`src/rtl/kbd_trap_pkg.sv`:
```
package kbd_trap_pkg;
   localparam int NSRC     = 4;
   localparam int PASS_BIT = NSRC;

   // bit order of the status and enable vectors
   typedef enum logic [1:0] {
      SRC_RD_DATA = 2'd0,
      SRC_WR_DATA = 2'd1,
      SRC_RD_CMD  = 2'd2,
      SRC_WR_CMD  = 2'd3
   } trap_src_e;

   typedef logic [NSRC-1:0] src_vec_t;
endpackage

```
`src/rtl/kbd_trap_decode.sv`:
```
module kbd_trap_decode
   import kbd_trap_pkg::*;
#(
   parameter int          ADDR_W    = 16,
   parameter int unsigned DATA_PORT = 'h60,
   parameter int unsigned CMD_PORT  = 'h64
) (
   input  logic              valid,
   input  logic              is_io,
   input  logic              write,
   input  logic [ADDR_W-1:0] addr,
   output src_vec_t          hit,
   output logic              kbc_port
);
   logic data_m;
   logic cmd_m;
   logic io_cyc;

   assign io_cyc   = valid & is_io;
   assign data_m   = (addr == ADDR_W'(DATA_PORT));
   assign cmd_m    = (addr == ADDR_W'(CMD_PORT));
   assign kbc_port = io_cyc & (data_m | cmd_m);

   for (genvar i = 0; i < NSRC; i++) begin : g_src
      localparam bit IS_CMD = (i >= 2);
      localparam bit IS_WR  = (i % 2) == 1;
      logic port_m;
      logic dir_m;
      if (IS_CMD) begin : g_cmd
         assign port_m = cmd_m;
      end else begin : g_data
         assign port_m = data_m;
      end
      if (IS_WR) begin : g_wr
         assign dir_m = write;
      end else begin : g_rd
         assign dir_m = ~write;
      end
      assign hit[i] = io_cyc & port_m & dir_m;
   end
endmodule

```
`src/rtl/kbd_trap_regs.sv`:
```
module kbd_trap_regs
   import kbd_trap_pkg::*;
#(
   parameter int DATA_W = 8
) (
   input  logic              clk,
   input  logic              rst_n,
   input  src_vec_t          hit,
   input  logic              cfg_wr,
   input  logic              cfg_addr,
   input  logic [DATA_W-1:0] cfg_wdata,
   output src_vec_t          status,
   output src_vec_t          en,
   output logic              pass,
   output logic [DATA_W-1:0] cfg_rdata
);
   src_vec_t clr;

   assign clr = (cfg_wr && !cfg_addr) ? cfg_wdata[NSRC-1:0] : '0;

   always_ff @(posedge clk or negedge rst_n) begin
      if (!rst_n) begin
         status <= '0;
         en     <= '0;
         pass   <= 1'b0;
      end else begin
         // a new event overrides a clear on the same edge
         status <= (status & ~clr) | hit;
         if (cfg_wr && cfg_addr) begin
            en   <= cfg_wdata[NSRC-1:0];
            pass <= cfg_wdata[PASS_BIT];
         end
      end
   end

   assign cfg_rdata = cfg_addr ? DATA_W'({pass, en}) : DATA_W'(status);
endmodule

```
`src/rtl/kbd_trap_ready.sv`:
```
module kbd_trap_ready #(
   parameter int ACK_LAT  = 1,
   parameter int IRQ_HOLD = 1
) (
   input  logic clk,
   input  logic rst_n,
   input  logic valid,
   input  logic trapped,
   input  logic irq,
   output logic ready
);
   localparam int MAXC  = ((ACK_LAT > IRQ_HOLD) ? ACK_LAT : IRQ_HOLD) + 1;
   localparam int CNT_W = $clog2(MAXC + 1);
   localparam logic [CNT_W-1:0] CMAX = CNT_W'(MAXC);

   logic [CNT_W-1:0] age;
   logic [CNT_W-1:0] irq_cnt;
   logic             lat_ok;
   logic             hold_ok;

   always_ff @(posedge clk or negedge rst_n) begin
      if (!rst_n) begin
         age     <= '0;
         irq_cnt <= '0;
      end else if (!valid || ready) begin
         age     <= '0;
         irq_cnt <= '0;
      end else begin
         if (age != CMAX) age <= age + 1'b1;
         if (irq && irq_cnt != CMAX) irq_cnt <= irq_cnt + 1'b1;
      end
   end

   assign lat_ok  = (age >= CNT_W'(ACK_LAT));
   assign hold_ok = (irq_cnt >= CNT_W'(IRQ_HOLD)) & irq;
   assign ready   = valid & lat_ok & (~trapped | hold_ok);
endmodule

```
`src/rtl/kbd_trap_unit.sv`:
```
module kbd_trap_unit
   import kbd_trap_pkg::*;
#(
   parameter int          ADDR_W    = 16,
   parameter int          DATA_W    = 8,
   parameter int unsigned DATA_PORT = 'h60,
   parameter int unsigned CMD_PORT  = 'h64,
   parameter int          ACK_LAT   = 1,
   parameter int          IRQ_HOLD  = 1
) (
   input  logic              clk,
   input  logic              rst_n,
   input  logic              bus_valid,
   input  logic              bus_is_io,
   input  logic              bus_write,
   input  logic [ADDR_W-1:0] bus_addr,
   output logic              bus_ready,
   output logic              kbc_sel,
   output logic              trap_irq,
   input  logic              cfg_wr,
   input  logic              cfg_addr,
   input  logic [DATA_W-1:0] cfg_wdata,
   output logic [DATA_W-1:0] cfg_rdata
);
   if (DATA_W < NSRC + 1) begin : g_bad_dw
      $error("DATA_W must hold the enables and the pass-through bit");
   end
   if (IRQ_HOLD < 1) begin : g_bad_hold
      $error("IRQ_HOLD must be at least one clock");
   end
   if (ACK_LAT < 0) begin : g_bad_lat
      $error("ACK_LAT must not be negative");
   end
   if (DATA_PORT >= (1 << ADDR_W) || CMD_PORT >= (1 << ADDR_W)) begin : g_bad_port
      $error("port addresses exceed ADDR_W");
   end

   src_vec_t acc_hit;
   src_vec_t stat_q;
   src_vec_t en_q;
   logic     pass_q;
   logic     kbc_port;
   logic     trapped;

   kbd_trap_decode #(
      .ADDR_W(ADDR_W), .DATA_PORT(DATA_PORT), .CMD_PORT(CMD_PORT)
   ) u_dec (
      .valid(bus_valid), .is_io(bus_is_io), .write(bus_write),
      .addr(bus_addr), .hit(acc_hit), .kbc_port(kbc_port)
   );

   kbd_trap_regs #(.DATA_W(DATA_W)) u_regs (
      .clk(clk), .rst_n(rst_n), .hit(acc_hit),
      .cfg_wr(cfg_wr), .cfg_addr(cfg_addr), .cfg_wdata(cfg_wdata),
      .status(stat_q), .en(en_q), .pass(pass_q), .cfg_rdata(cfg_rdata)
   );

   assign trapped  = |(acc_hit & en_q);
   assign trap_irq = |(stat_q & en_q);
   assign kbc_sel  = kbc_port & (pass_q | ~trapped);

   kbd_trap_ready #(.ACK_LAT(ACK_LAT), .IRQ_HOLD(IRQ_HOLD)) u_rdy (
      .clk(clk), .rst_n(rst_n), .valid(bus_valid),
      .trapped(trapped), .irq(trap_irq), .ready(bus_ready)
   );
endmodule

```
`config.mk`:
```
export PLATFORM = sky130hd
export DESIGN_NAME = kbd_trap_unit
export DESIGN_NICKNAME = d
export VERILOG_FILES = /design/src/rtl/kbd_trap_pkg.sv /design/src/rtl/kbd_trap_decode.sv /design/src/rtl/kbd_trap_regs.sv /design/src/rtl/kbd_trap_ready.sv /design/src/rtl/kbd_trap_unit.sv
export SDC_FILE = /design/constraint.sdc
export NUM_CORES = 1
export LEC_CHECK = 0
export BUFFER_PORTS_ARGS = -buffer_cell sky130_fd_sc_hd__buf_2
export CAP_MARGIN = 20
export CELL_PAD_IN_SITES_DETAIL_PLACEMENT = 1
export CELL_PAD_IN_SITES_GLOBAL_PLACEMENT = 2
export CORE_UTILIZATION = 26
export DETAILED_ROUTE_END_ITERATION = 7
export PLACE_DENSITY_LB_ADDON = 0.08
export SLEW_MARGIN = 20
export SYNTH_ARGS = -nofsm -noshare
export SYNTH_HDL_FRONTEND = slang
export SYNTH_HIERARCHICAL = 1
export SYNTH_SLANG_ARGS = --single-unit
```
`constraint.sdc`:
```
create_clock -name clk -period 1.7 [get_ports clk]
set_clock_uncertainty 0.15 [all_clocks]
set_input_delay 0.085 -clock clk [delete_from_list [all_inputs] [get_ports clk]]
set_output_delay 0.085 -clock clk [all_outputs]
set_load 0.05 [all_outputs]
```
==> metrics.log <==
INFO  metric syn_area_per_cell = between 10 and 15 sq um
INFO  metric drt-initial-drc-count = 11
INFO  metric cpLargestDelayFamily = simple AND/OR/NAND/NOR gates
INFO  metric fp-row-count = 20
INFO  metric worstPathMaxFanout = 4
INFO  metric irDropWorstVdd = 0.341 mV
INFO  metric synth-simple-area-share = about 23%
INFO  metric finalSetupTns = -0.333 ns
INFO  metric met1_length = around 1.0 mm
INFO  metric routed-wl-met2 = 1.25 mm
INFO  metric clock_sinks = 13
INFO  metric yosys.area.top_type = dfrtp_1
INFO  metric met3WireLength = 145 um
INFO  metric synth-compound-area-share = 11.9%
INFO  metric regArea = between 300 and 400 sq um
INFO  metric synth_seq_area_share = 36.7%
INFO  metric synthDistinctLibCells = 31
INFO  metric finalCriticalPeriod = between 1.5 and 2 ns
INFO  metric timing_worst_setup_path_type = in2out
INFO  metric combinational_family_with_the_most_area_after_synthesis = simple AND/OR/NAND/NOR gates
INFO  metric antenna_cells = 0
INFO  metric hold_viol = 0
INFO  metric synth_fa_ha_area_share = 5.65%
INFO  metric post_synth_main_area_contributors = dfrtp_1, mux2_4, ha_1, mux2_2, a21o_1
INFO  metric grt_util_all_layers = a little over an eighth
INFO  metric post_drt_via_cell_ratio = 4.53
INFO  metric grt.overflow.total = 0
INFO  metric synth_seq_cells = 13
INFO  metric place.detailed.hpwl = roughly 1.8 mm
INFO  metric arrival = between 1.5 and 2 ns
INFO  metric grt_first_pass_wirelength = about 3.6 mm
INFO  metric clock_insertion_delay_at_the_later_pin_of_the_skew_report = 0.27 ns
INFO  metric yosysTopAreaCellShare = between 30% and 40%
INFO  metric period_utilization = 110%
INFO  metric post-place-cells = 166
INFO  metric maxCapViolations = 0
INFO  metric timing.critical_path.required = 1.46 ns
INFO  metric crit_path_start_kind = primary input
INFO  metric wl_per_cell = ~13 um
INFO  metric drt_antenna_net_count = 0
INFO  metric asyncSetResetFlopFracSynth = 100%
INFO  metric grt_antenna_before_repair = 0
INFO  metric hold_path_class = in2reg
INFO  metric drt_first_pass_iters = 4
INFO  metric placeableCoreArea = 3150 sq um
INFO  metric yosys_warnings = 6
INFO  metric cp-end-kind = primary output
INFO  metric routed_wire_length = 2.45 mm
INFO  metric number_of_global_route_vias_before_repair = 841
INFO  metric slowest_stage = nor4b_2
INFO  metric io_pins = between 40 and 50
INFO  metric place_ws = -0.289 ns
INFO  metric path_clk_slew = 0.08 ns
INFO  metric mappedNetlistArea = 886 sq um
INFO  metric clock.fmax = 534 MHz
INFO  metric postSynthCellCount = 81
INFO  metric unrepaired_setup_endpoints_after_global_routing = true
INFO  metric worst_path_largest_cell_delay = around 0.28 ns
INFO  metric die_w = 60.4 um
INFO  metric cellLeakagePower = 0.755 nW
INFO  metric violations_in_the_final_reports = negative setup slack
INFO  metric globalplace.congestion = 0.682
INFO  metric timing.critical_path.cells = buf_6 > nor4b_2 > nand2_1 > buf_6 > nor4_4 > buf_4 > a22oi_2 > a21oi_2 > nor2b_1 > buf_6
INFO  metric clk_path_buf_depth = 2
INFO  metric critPathMostFrequentCell = buf_6
INFO  metric post-route-drc-count = 0
INFO  metric final-max-slew-violation-count = 0
INFO  metric clock-root-buffer = clkbuf_4
INFO  metric dominantRegCellSynth = dfrtp_1
INFO  metric synth-edff-count = 0
INFO  metric layoutNonFillerInstCount = roughly 180
INFO  metric cts_made_buffers = 3
INFO  metric pin_count_of_the_biggest_net_entering_global_routing = 14
INFO  metric nets = 175
INFO  metric die_area = 3640 sq um
INFO  metric post_route_setup_slack = -0.173 ns
INFO  metric multi_input_area = 616 sq um
INFO  metric power_per_cell_area = 670 nW/um^2
INFO  metric setup-violations-final = 4
INFO  metric synth-xor-area-share = 0.989%
INFO  metric drive_gt1_share = between 50% and 60%
INFO  metric final.fill_count = 368
INFO  metric portBuffers = 35
INFO  metric start_util = 28.1%
INFO  metric critPathBufInv = 4
INFO  metric vias = 829
INFO  metric fp.dieH = 60.4 um
INFO  metric area_growth = 62.6%
INFO  metric cts_tree = built
INFO  metric synth.mux.area_fraction = roughly 16%
INFO  metric clock_tree.htree_level_count = 1
INFO  metric hold_slack = about 0.04 ns
INFO  metric status = complete, but fails checks
INFO  metric highest_signal_layer_in_the_routed_design = met4
-- Yosys cell counts, types with 2 or more instances --
cell type   n
dfrtp_1    13
inv_1       5
mux2_4      5
nand2_1     5
a21o_1      4
buf_4       4
ha_1        4
mux2_2      4
nand3b_1    4
nor2_1      4
nand2b_1    3
a21oi_1     2
a22oi_1     2
a22oi_2     2
mux2i_1     2
nor3_1      2
nor4_1      2
-- per-stage QoR --
stage          instance area, sq um  total power [mW]  util [%]
2_1_floorplan                   905             0.650         -
3_3_place_gp                   1160             0.740      36.9
3_5_place_dp                   1160             0.744      36.9
4_1_cts                        1350             0.975      42.8
5_1_grt                        1440              1.04      45.7
6_report                       1440             0.965      45.7
-- final timing paths --
| path | from | end | slack, ns | cells past startpoint |
|---|---|---|---|---|
| hold / removal | cfg_wr | u_regs/status[3]$_DFF_PN0_ | 0.04 | 3 |
| setup reg to reg | u_regs/en[2]$_DFFE_PN0P_ | u_rdy/age[1]$_DFFE_PN0P_ | 0.17 | 6 |
| setup / recovery | bus_addr[12] | kbc_sel | -0.17 | 10 |
| max in group asynchronous | rst_n | u_rdy/age[0]$_DFFE_PN0P_ | 1.08 | 2 |
| min in group asynchronous | rst_n | u_regs/en[2]$_DFFE_PN0P_ | 0.08 | 2 |
| hold reg to reg | u_regs/status[0]$_DFF_PN0_ | u_regs/status[0]$_DFF_PN0_ | 0.37 | 1 |
-- power by group --
| part | internal (mW) | switching, mW | total [mW] |
|---|---|---|---|
| combinational | 0.174 | 0.219 | 0.393 |
| clock | 0.0907 | 0.0972 | 0.188 |
| sequential | 0.346 | 0.0377 | 0.384 |
-- layout make-up --
type,count,share of cell area [%]
Sequential cell,13,22.6
Tap cell,44,3.82
Inverter,5,1.30
Multi-Input combinational cell,61,42.7
Timing Repair Buffer,56,27.7
Clock buffer,4,1.82
-- timing repair --
action | 4_1_cts | 5_1_grt
setup endpoints to repair | 6 | 6
gates resized for setup | 15 | 9
hold buffers | 6 | 0
endpoints found under the hold margin | 22 | 0
pin swaps | 9 | 9
setup buffers | 2 | 5
gates cloned | 0 | 0
-- routing by layer --
layer / global-route usage, % / vias to the layer above
met4: 3.99 / 0
met5: 0 / -
li1: - / 400
met3: 2.35 / 2
met2: 22.8 / 29
met1: 17.4 / 398
-- state kept, by name, summed over array words and instances, names as in the netlist --
| signal | count |
|---|---|
| u_rdy/age | 2 |
| u_rdy/irq_cnt | 2 |
| u_regs/en | 4 |
| u_regs/pass | 1 |
| u_regs/status | 4 |
-- worst register-to-register path: stages (launching register included) --
cell,delay (ns)
dfrtp_1,0.44
a22oi_2,0.25
nand2_2,0.12
buf_6,0.13
o21a_1,0.16
o21ai_2,0.10
nor2_1,0.07
-- cells by family after synthesis --
group                    count (synthesis)
buffers and inverters                    9
XOR/XNOR                                 1
multiplexers                            11
adder cells (fa/ha/maj)                  4
AND/OR/NAND/NOR                         29
AO/OA/AOI/OAI                           13
other                                    1
flip-flops                              13
-- cells in the final DEF, fill, tap and decap left out, drive strengths merged --
cell type    count
a21o             4
a21oi            3
a22oi            4
and2             1
buf             50
clkbuf           4
conb             3
dfrtp           13
dlygate4sd3      6
ha               4
inv              5
mux2             9
mux2i            2
nand2            6
nand2b           4
nand3b           4
nand4b           1
nor2             4
nor2b            1
nor3             2
nor4             3
nor4b            2
nor4bb           1
o21a             1
o21ai            1
xor2             1
(Power assumes the default switching activity.)
